### config.mk
export PLATFORM = sky130hd
export DESIGN_NAME = adc_conv_seq
export DESIGN_NICKNAME = d
export VERILOG_FILES = /design/src/rtl/adc_seq_pkg.sv /design/src/rtl/adc_trig_sync.sv /design/src/rtl/adc_prescaler.sv /design/src/rtl/adc_seq_core.sv /design/src/rtl/adc_flag_ctrl.sv /design/src/rtl/adc_conv_seq.sv
export SDC_FILE = /design/constraint.sdc
export NUM_CORES = 1
export LEC_CHECK = 0
export ABC_AREA = 0
export CAP_MARGIN = 15
export CORE_ASPECT_RATIO = 0.6
export CORE_MARGIN = 1
export CORE_UTILIZATION = 47
export CTS_CLUSTER_DIAMETER = 150
export DETAILED_ROUTE_END_ITERATION = 8
export GPL_ROUTABILITY_DRIVEN = 0
export PLACE_DENSITY = 0.71
export SLEW_MARGIN = 5
export SYNTH_ARGS = -nofsm -noshare
export SYNTH_HDL_FRONTEND = slang
export SYNTH_HIERARCHICAL = 1
export SYNTH_SLANG_ARGS = --single-unit
### constraint.sdc
create_clock -name clk -period 5.56 [get_ports clk]
set_input_delay 0.556 -clock clk [delete_from_list [all_inputs] [get_ports clk]]
set_output_delay 0.556 -clock clk [all_outputs]
set_load 0.05 [all_outputs]
### src/rtl/adc_seq_pkg.sv
package adc_seq_pkg;
  typedef enum logic [2:0] {
    ST_IDLE,
    ST_ALIGN,
    ST_LEAD,
    ST_SAMPLE,
    ST_CONV,
    ST_TAIL
  } seq_state_e;
endpackage

### src/rtl/adc_trig_sync.sv
module adc_trig_sync #(
  parameter int STAGES = 2
) (
  input  logic clk,
  input  logic rst,
  input  logic pin_n,
  output logic fall
);
  logic [STAGES-1:0] chain;
  logic              last_q;

  genvar g;
  generate
    for (g = 0; g < STAGES; g++) begin : g_stage
      if (g == 0) begin : g_first
        always_ff @(posedge clk) begin
          if (rst) chain[0] <= 1'b1;
          else     chain[0] <= pin_n;
        end
      end else begin : g_next
        always_ff @(posedge clk) begin
          if (rst) chain[g] <= 1'b1;
          else     chain[g] <= chain[g-1];
        end
      end
    end
  endgenerate

  always_ff @(posedge clk) begin
    if (rst) last_q <= 1'b1;
    else     last_q <= chain[STAGES-1];
  end

  assign fall = last_q & ~chain[STAGES-1];

  // a synchronized falling edge yields a single-cycle request
  assert_one_pulse_R8: assert property (@(posedge clk) disable iff (rst)
    fall |=> !fall);
endmodule

### src/rtl/adc_prescaler.sv
module adc_prescaler #(
  parameter int DIV_SLOW = 8,
  parameter int DIV_FAST = 4
) (
  input  logic clk,
  input  logic rst,
  input  logic sel_fast,
  output logic tick
);
  localparam int PW = $clog2(DIV_SLOW);

  logic [PW-1:0] pre_q;
  logic [PW-1:0] mask;

  always_ff @(posedge clk) begin
    if (rst) pre_q <= '0;
    else     pre_q <= pre_q + PW'(1);
  end

  assign mask = sel_fast ? PW'(DIV_FAST - 1) : PW'(DIV_SLOW - 1);
  assign tick = (pre_q & mask) == mask;

  // boundaries are never back to back
  assert_tick_spacing_R2: assert property (@(posedge clk) disable iff (rst)
    tick |=> !tick);
endmodule

### src/rtl/adc_seq_core.sv
module adc_seq_core
  import adc_seq_pkg::*;
#(
  parameter int NBITS    = 10,
  parameter int DIV_SLOW = 8,
  parameter int DIV_FAST = 4,
  parameter int SMP_SLOW = 64,
  parameter int SMP_FAST = 32,
  parameter int CNV_SLOW = 185,
  parameter int CNV_FAST = 93
) (
  input  logic             clk,
  input  logic             rst,
  input  logic             start_req,
  input  logic             clk_sel,
  input  logic             tick,
  input  logic             cmp_in,
  output logic             mode_fast,
  output logic             busy,
  output logic             sampling,
  output logic             finish,
  output logic [NBITS-1:0] dac_code,
  output logic [NBITS-1:0] result
);
  localparam int CW     = $clog2(SMP_SLOW + SMP_FAST + CNV_SLOW + CNV_FAST + DIV_SLOW + DIV_FAST + 4);
  localparam int BW     = $clog2(NBITS);
  localparam int BIT_S  = CNV_SLOW / NBITS;
  localparam int BIT_F  = CNV_FAST / NBITS;
  localparam int TAIL_S = CNV_SLOW - NBITS * BIT_S;
  localparam int TAIL_F = CNV_FAST - NBITS * BIT_F;

  seq_state_e       st;
  logic             mode_q;
  logic [CW-1:0]    cnt;
  logic [BW-1:0]    bidx;
  logic [NBITS-1:0] code_q;
  logic [NBITS-1:0] res_q;

  logic [CW-1:0]    lead_len, smp_len, bit_len, tail_len;
  logic [NBITS-1:0] bit_oh;
  logic [NBITS-1:0] kept;
  logic             last_bit;

  assign lead_len = mode_q ? CW'(DIV_FAST + 1) : CW'(DIV_SLOW + 1);
  assign smp_len  = mode_q ? CW'(SMP_FAST)     : CW'(SMP_SLOW);
  assign bit_len  = mode_q ? CW'(BIT_F)        : CW'(BIT_S);
  assign tail_len = mode_q ? CW'(TAIL_F)       : CW'(TAIL_S);

  assign bit_oh   = {{(NBITS-1){1'b0}}, 1'b1} << bidx;
  assign kept     = cmp_in ? code_q : (code_q & ~bit_oh);
  assign last_bit = (st == ST_CONV) && (cnt == '0) && (bidx == '0);

  assign finish = (last_bit && (tail_len == '0)) ||
                  ((st == ST_TAIL) && (cnt == '0));

  always_ff @(posedge clk) begin
    if (rst) begin
      st     <= ST_IDLE;
      mode_q <= 1'b0;
      cnt    <= '0;
      bidx   <= '0;
      code_q <= '0;
      res_q  <= '0;
    end else begin
      case (st)
        ST_IDLE: begin
          if (start_req) begin
            st     <= ST_ALIGN;
            mode_q <= clk_sel;
          end
        end
        ST_ALIGN: begin
          if (tick) begin
            st  <= ST_LEAD;
            cnt <= lead_len - CW'(1);
          end
        end
        ST_LEAD: begin
          if (cnt == '0) begin
            st  <= ST_SAMPLE;
            cnt <= smp_len - CW'(1);
          end else begin
            cnt <= cnt - CW'(1);
          end
        end
        ST_SAMPLE: begin
          if (cnt == '0) begin
            st     <= ST_CONV;
            cnt    <= bit_len - CW'(1);
            bidx   <= BW'(NBITS - 1);
            code_q <= {1'b1, {(NBITS-1){1'b0}}};
          end else begin
            cnt <= cnt - CW'(1);
          end
        end
        ST_CONV: begin
          if (cnt == '0) begin
            if (bidx == '0) begin
              if (tail_len == '0) begin
                st     <= ST_IDLE;
                res_q  <= kept;
                code_q <= '0;
              end else begin
                st     <= ST_TAIL;
                cnt    <= tail_len - CW'(1);
                code_q <= kept;
              end
            end else begin
              bidx   <= bidx - BW'(1);
              cnt    <= bit_len - CW'(1);
              code_q <= kept | (bit_oh >> 1);
            end
          end else begin
            cnt <= cnt - CW'(1);
          end
        end
        ST_TAIL: begin
          if (cnt == '0) begin
            st     <= ST_IDLE;
            res_q  <= code_q;
            code_q <= '0;
          end else begin
            cnt <= cnt - CW'(1);
          end
        end
        default: st <= ST_IDLE;
      endcase
    end
  end

  assign mode_fast = mode_q;
  assign busy      = (st != ST_IDLE);
  assign sampling  = (st == ST_SAMPLE);
  assign dac_code  = code_q;
  assign result    = res_q;

  // window length monitor
  logic [CW-1:0] smp_run;
  always_ff @(posedge clk) begin
    if (rst)                  smp_run <= '0;
    else if (st == ST_SAMPLE) smp_run <= smp_run + CW'(1);
    else                      smp_run <= '0;
  end

  assert_sample_len_R3: assert property (@(posedge clk) disable iff (rst)
    $fell(st == ST_SAMPLE) |-> smp_run == smp_len);

  assert_busy_hold_R7: assert property (@(posedge clk) disable iff (rst)
    (busy && !finish) |=> busy);

  assert_mode_stable_R6: assert property (@(posedge clk) disable iff (rst)
    (busy && $past(busy)) |-> $stable(mode_q));
endmodule

### src/rtl/adc_flag_ctrl.sv
module adc_flag_ctrl (
  input  logic clk,
  input  logic rst,
  input  logic set,
  input  logic rd,
  input  logic wr0,
  input  logic dma,
  input  logic irq_en,
  output logic done,
  output logic irq
);
  logic armed;
  logic clr;
  logic done_n;

  assign clr    = dma | (wr0 & armed);
  assign done_n = set ? 1'b1 : (clr ? 1'b0 : done);

  always_ff @(posedge clk) begin
    if (rst) begin
      done  <= 1'b0;
      irq   <= 1'b0;
      armed <= 1'b0;
    end else begin
      done <= done_n;
      irq  <= done_n & irq_en;
      if (clr)              armed <= 1'b0;
      else if (rd && done)  armed <= 1'b1;
    end
  end

  assert_done_set_R9: assert property (@(posedge clk) disable iff (rst)
    set |=> done);

  assert_dma_clear_R12: assert property (@(posedge clk) disable iff (rst)
    (dma && !set) |=> !done);

  assert_irq_gate_R10: assert property (@(posedge clk) disable iff (rst)
    !irq_en |=> !irq);

  assert_blind_write_R11: assert property (@(posedge clk) disable iff (rst)
    (wr0 && !dma && !armed && done) |=> done);
endmodule

### src/rtl/adc_conv_seq.sv
module adc_conv_seq #(
  parameter int NBITS       = 10,
  parameter int DIV_SLOW    = 8,
  parameter int DIV_FAST    = 4,
  parameter int SMP_SLOW    = 64,
  parameter int SMP_FAST    = 32,
  parameter int CNV_SLOW    = 185,
  parameter int CNV_FAST    = 93,
  parameter int SYNC_STAGES = 2
) (
  input  logic             clk,
  input  logic             rst,
  input  logic             sw_start,
  input  logic             clk_sel,
  input  logic             trig_en,
  input  logic             ext_trig_n,
  input  logic             irq_en,
  input  logic             flag_rd,
  input  logic             flag_wr0,
  input  logic             dma_acc,
  input  logic             cmp_in,
  output logic             busy,
  output logic             sampling,
  output logic [NBITS-1:0] dac_code,
  output logic [NBITS-1:0] result,
  output logic             done,
  output logic             irq
);
  logic trig_fall;
  logic tick;
  logic mode_fast;
  logic finish;
  logic start_req;

  adc_trig_sync #(.STAGES(SYNC_STAGES)) u_sync (
    .clk   (clk),
    .rst   (rst),
    .pin_n (ext_trig_n),
    .fall  (trig_fall)
  );

  adc_prescaler #(.DIV_SLOW(DIV_SLOW), .DIV_FAST(DIV_FAST)) u_pre (
    .clk      (clk),
    .rst      (rst),
    .sel_fast (mode_fast),
    .tick     (tick)
  );

  assign start_req = sw_start | (trig_en & trig_fall);

  adc_seq_core #(
    .NBITS(NBITS), .DIV_SLOW(DIV_SLOW), .DIV_FAST(DIV_FAST),
    .SMP_SLOW(SMP_SLOW), .SMP_FAST(SMP_FAST),
    .CNV_SLOW(CNV_SLOW), .CNV_FAST(CNV_FAST)
  ) u_core (
    .clk       (clk),
    .rst       (rst),
    .start_req (start_req),
    .clk_sel   (clk_sel),
    .tick      (tick),
    .cmp_in    (cmp_in),
    .mode_fast (mode_fast),
    .busy      (busy),
    .sampling  (sampling),
    .finish    (finish),
    .dac_code  (dac_code),
    .result    (result)
  );

  adc_flag_ctrl u_flag (
    .clk    (clk),
    .rst    (rst),
    .set    (finish),
    .rd     (flag_rd),
    .wr0    (flag_wr0),
    .dma    (dma_acc),
    .irq_en (irq_en),
    .done   (done),
    .irq    (irq)
  );

  assert_end_flag_R9: assert property (@(posedge clk) disable iff (rst)
    $fell(busy) |-> done);

  assert_trig_gate_R8: assert property (@(posedge clk) disable iff (rst)
    (!busy && !sw_start && !trig_en) |=> !busy);
endmodule

==> impl_metrics.tcl, run 1 <==
set metrics [dict create \
    area_growth_pct 16.8 \
    grt_max_degree 28 \
    grt_pass1_wl_um 9190 \
    hold_violations 0 \
    synth_warnings 6 \
    reg2reg_to "u_core/dac_code[2]$_SDFFE_PP0P_" \
    gr-total-overflow 0 \
    required_ps 5000 \
    synth.top_cells.by_count "dfxtp_1, nor2_1, a21oi_1" \
    clkSlewWorstSetupHoldPaths_ps 80 \
    synth_cell_types 58 \
    outcome "complete, no violations" \
    rr_worst_depth 6 \
    slew-limit-headroom 0.429 \
    power-per-cell-area_nw_per_um2 221 \
    vias 2187 \
    r2r-start "u_core/st[1]$_SDFFE_PP0P_" \
    die_area_um2 5670 \
    vias_per_cell 5.67 \
    cp.arrival_ps 2860 \
    drive_above_1_share 0.0813 \
    max_freq_ghz 0.292 \
    rsz0062_at_grt "false" \
    hold_ws_ps 409 \
    ir_drop_uv 99.2 \
    synth_most_common_cell "dfxtp_1" \
    fin_setup_tns_ps 0 \
    maxCapViolCount 0 \
    antenna_found_initial 0 \
    maxSlewViolCount 0 \
    slowest_stage "clkdlybuf4s50_1" \
    holdBufCountCts 0 \
    synthCells 292 \
    netlist_top_cells_area "dfxtp_1, a21oi_1, nor2_1" \
    rows 20 \
    p_leak_nw 1.15 \
    diodes 0 \
    wl_per_cell_um 14.6 \
    worst-path-stages 4 \
    insertion_delay_ps 300 \
    ant_nets 0 \
    grt_pass1_vias 1814 \
    crit_end "sampling" \
    synth_edf_count 0 \
    hp-class "reg -> reg" \
    initial_utilization 0.494 \
    drc 0 \
    hpwl_um 3980 \
    tightestPinTransition_ps 855 \
    drt-total-wl_um 5650 \
    finalNetCount 338 \
    dr.pass1.iters 4 \
    synth_flop_cell "dfxtp_1" \
    syn_nets 311 \
    async_flop_share 0 \
    numCtsBuffers 5 \
    path_class "reg -> out" \
    drt_iter0_markers 208 \
    critPathMaxStageDelay_ps 840 \
    clk_root_buffer_cell "clkbuf_8" \
    cts_tree "built" \
    grt_usage 0.214 \
    period_share 0.615 \
    synth_area_per_cell_um2 8.63 \
    path_delay_family "buffers and inverters" \
    fin_skew_ps 8.32 \
    synth_area_leader_cell "dfxtp_1" \
    ios 35 \
    critPathBufInv 2 \
    setup_viol 0 \
    path_max_fanout 17 \
    end_kind "primary output" \
    rrSetupSlack_ps 3090 \
    htreeDepth 2 \
    die_x_um 96.5 \
    fp.dieH_um 58.7 \
    io_buffer_count 34 \
    core_area_um2 5100 \
    cts_setup_buffers 0 \
    ctsResizeCount 0 \
    yosysSeqAreaShare 0.365 \
    cts.sinks 46 \
    min_period_ps 3420 \
    clk_path_buf_depth 2 \
    synth-seq-cells 46 \
    netlist_area_um2 2520 \
    crit_chain "nor2b_1 -> nand2_1 -> inv_1 -> clkdlybuf4s50_1" \
    setup.worst_path.start_class "flip-flop" \
    synth_top_area_frac 0.365 \
    setup.worst_path.start "u_core/st[1]$_SDFFE_PP0P_" \
]
==> cell usage in the layout (no fill, tap or decap), types with 5 or more instances in the layout <==
cell,instances
a21oi_1,32
clkbuf_8,5
clkdlybuf4s50_1,34
dfxtp_1,46
ha_1,8
inv_1,9
mux2i_1,12
nand2_1,25
nor2_1,33
nor2b_1,11
nor3_1,9
o21ai_0,20
==> worst min path at each step <==
stage,start,endpoint,slack [ps],depth (start not counted)
final,u_sync/chain[0]$_SDFF_PP1_,u_sync/chain[1]$_SDFF_PP1_,410,1
after global routing,u_sync/chain[0]$_SDFF_PP1_,u_sync/chain[1]$_SDFF_PP1_,440,1
after CTS,u_sync/chain[0]$_SDFF_PP1_,u_sync/chain[1]$_SDFF_PP1_,410,1
after global placement,u_sync/chain[0]$_SDFF_PP1_,u_sync/chain[1]$_SDFF_PP1_,390,1
after floorplan,u_sync/chain[0]$_SDFF_PP1_,u_sync/chain[1]$_SDFF_PP1_,390,1
after detailed placement,u_sync/chain[0]$_SDFF_PP1_,u_sync/chain[1]$_SDFF_PP1_,390,1
==> power by group <==
group	leakage, nW	switching (W)	internal (W)
Clock	0.0524	0.000107	0.000135
Sequential	0.372	0.0000113	0.000334
Combinational	0.725	0.0000367	0.0000283
Total	1.15	0.000155	0.000497
==> per-layer routing <==
metal	global-route usage	part of all wire
met3	0.0633	0.064
met4	0.0378	0.0060
met2	0.262	0.38
met5	0	0
met1	0.354	0.55
==> cell families after synthesis <==
family,Yosys count,share of synthesized area
AO/OA/AOI/OAI,80,0.202
XOR/XNOR,6,0.0209
adder cells (fa/ha/maj),8,0.0397
buffers and inverters,24,0.0586
flip-flops,46,0.365
multiplexers,14,0.0581
AND/OR/NAND/NOR,114,0.256
==> state kept, by name (all words and copies together) (netlist names) <==
| register | count |
|---|---|
| u_flag/done | 1 |
| u_flag/irq | 1 |
| u_core/result | 10 |
| u_pre/pre_q | 3 |
| u_core/st | 3 |
| u_core/cnt | 9 |
| u_core/mode_fast | 1 |
| u_core/dac_code | 10 |
| u_core/bidx | 4 |
| u_sync/last_q | 1 |
| u_sync/chain | 2 |
| u_flag/armed | 1 |
==> area by class of cell <==
| type | instances | area (um^2) |
|---|---|---|
| Fill cell | 493 | 2160 |
| Multi-Input combinational cell | 222 | 1450 |
| Sequential cell | 46 | 921 |
| Timing Repair Buffer | 35 | 348 |
| Tap cell | 66 | 82.6 |
| Clock buffer | 7 | 76.3 |
| Inverter | 9 | 33.8 |
| Clock inverter | 1 | 30.0 |
==> through the flow <==
step	instance area [um^2]	util	instances	worst slack [ps]	total power [W]
2_1_floorplan	2520	-	292	3620	0.000403
3_3_place_gp	2840	0.556	378	2610	0.000416
3_5_place_dp	2840	0.556	378	2510	0.000416
4_1_cts	2940	0.576	386	2170	0.000657
5_1_grt	2940	0.576	386	1980	0.000684
6_report	2940	0.576	386	2140	0.000652
Note: power is estimated with default switching activity, not from simulation.
==> run 2, diff against run 1 <==
==> constraint.sdc (replaced) <==
create_clock -name clk -period 3.5 [get_ports clk]
set_input_delay 0.35 -clock clk [delete_from_list [all_inputs] [get_ports clk]]
set_output_delay 0.35 -clock clk [all_outputs]
set_load 0.05 [all_outputs]
==> run 2 against run 1 <==
Effect of this change:
- non-clock buffer count increased by 3
- count of clock-buffer cells in the layout decreased by 2
- sequential share of layout area decreased by 0.30 points
- core utilization increased by 0.56 points
- register-to-register slack got worse by 1900 ps
- clock skew decreased by 3.1 ps
- critical path type unchanged
- highest routed layer unchanged
==> impl_metrics.tcl, run 2 (synthesized netlist as in run 1, its figures left out) <==
set metrics [dict create \
    outcome "complete, no violations" \
    total_power_w 0.00105 \
    path_max_fanout 17 \
    clkSlewWorstSetupHoldPaths_ps 80 \
    drive_above_1_share 0.0960 \
    fp.dieH_um 58.7 \
    critPathMaxStageDelay_ps 850 \
    ir_drop_uv 158 \
    die_x_um 96.5 \
    io_buffer_count 34 \
    drt_iter0_markers 210 \
    hp-start "u_sync/chain[0]$_SDFF_PP1_" \
    grt_pass1_vias 1843 \
    insertion_delay_ps 290 \
    reg2reg_to "u_core/cnt[4]$_SDFFE_PP0P_" \
    final_cells 389 \
    clk_root_buffer_cell "clkbuf_8" \
    end_kind "primary output" \
    max_freq_ghz 0.368 \
    r2r-start "u_core/bidx[0]$_SDFFE_PP0P_" \
    worst-path-stages 4 \
    initial_utilization 0.494 \
    setup_viol 0 \
    path_delay_family "buffers and inverters" \
    die_area_um2 5670 \
    area_growth_pct 17.9 \
    hold_violations 0 \
    htreeDepth 2 \
    ios 35 \
    wl_per_cell_um 14.8 \
    drc 0 \
    rr_worst_depth 7 \
    final_common_cell "dfxtp_1" \
    cts_setup_buffers 0 \
    fin_util 0.582 \
    clk_path_buf_depth 2 \
    final_cell_mix "dfxtp_1, clkdlybuf4s50_1, nor2_1" \
    critPathBufInv 2 \
    grt_usage 0.219 \
    setup.worst_path.start "u_core/st[1]$_SDFFE_PP0P_" \
    vias 2230 \
    slew-limit-headroom 0.512 \
    tightestPinTransition_ps 730 \
    cts_tree "built" \
    gr-total-overflow 0 \
    rrSetupSlack_ps 1160 \
    required_ps 3150 \
    power-per-cell-area_nw_per_um2 354 \
    dr.pass1.iters 4 \
    slowest_stage "clkdlybuf4s50_1" \
    setup.worst_path.start_class "flip-flop" \
    fin_setup_tns_ps 0 \
    antenna_found_initial 0 \
    setup_slack_ps 780 \
    dp_slack_ps 1120 \
    maxCapViolCount 0 \
    vias_per_cell 5.73 \
    diodes 0 \
    min_period_ps 2720 \
    drt-total-wl_um 5760 \
    core_area_um2 5100 \
    ant_nets 0 \
    grt_pass1_wl_um 9440 \
    p_leak_nw 1.17 \
    crit_end "sampling" \
    grt_max_degree 28 \
    maxSlewViolCount 0 \
    rsz0062_at_grt "false" \
    placed_cells 381 \
    cp.arrival_ps 2370 \
    hpwl_um 4220 \
    hp-class "reg -> reg" \
    rows 20 \
    numCtsBuffers 5 \
    path_class "reg -> out" \
    crit_chain "nor2b_1 -> nand2_1 -> inv_1 -> clkdlybuf4s50_1" \
    holdBufCountCts 0 \
    fin_skew_ps 5.24 \
    period_share 0.777 \
    ctsResizeCount 0 \
    cts.sinks 46 \
    finalNetCount 341 \
]
-- run 2: worst reg2reg max path: stages (launching register included) --
cell and delay, ps:
dfxtp_1 340, inv_1 150, ha_1 330, nor3b_2 440, nand2b_1 250, nor2_1 70
o21ai_0 390, o311ai_0 210
-- run 2: report_power, final --
| group | internal, W | total [W] | switching (W) |
|---|---|---|---|
| Clock | 0.000214 | 0.000399 | 0.000184 |
| Combinational | 0.0000475 | 0.000117 | 0.0000692 |
| Sequential | 0.000531 | 0.000538 | 0.00000672 |
| Total | 0.000793 | 0.00105 | 0.000260 |
-- run 2: per-stage QoR --
step           cell area (um^2)  hold WS, ps
2_1_floorplan              2520          385
3_3_place_gp               2860          393
3_5_place_dp               2860          398
4_1_cts                    2970          421
5_1_grt                    2970          437
6_report                   2970          414
-- run 2: worst min path at each step --
stage / endpoint / slack [ps] / cells past startpoint
finish: u_sync/chain[1]$_SDFF_PP1_ / 410 / 1
global placement: u_sync/chain[1]$_SDFF_PP1_ / 390 / 1
detailed placement: u_sync/chain[1]$_SDFF_PP1_ / 400 / 1
global route: u_sync/chain[1]$_SDFF_PP1_ / 440 / 1
floorplan: u_sync/chain[1]$_SDFF_PP1_ / 390 / 1
CTS: u_sync/chain[1]$_SDFF_PP1_ / 420 / 1
-- run 2: metal layers --
layer  wire length [um]  up-vias  track usage  share of wire
li1                   -     1096            -              -
met1               3070     1015        0.364           0.53
met2               2120      117        0.265           0.37
met3                546        2       0.0633          0.095
met4                 19        0       0.0441         0.0033
met5                  0        -            0              0
-- run 2: layout make-up --
type | count | area [um^2]
clock inverters | 3 | 43.8
flip-flops and latches | 46 | 921
well taps | 66 | 82.6
clock buffers | 5 | 68.8
multi-input cells | 222 | 1450
fillers | 467 | 2130
repair buffers | 38 | 370
inverters | 9 | 33.8
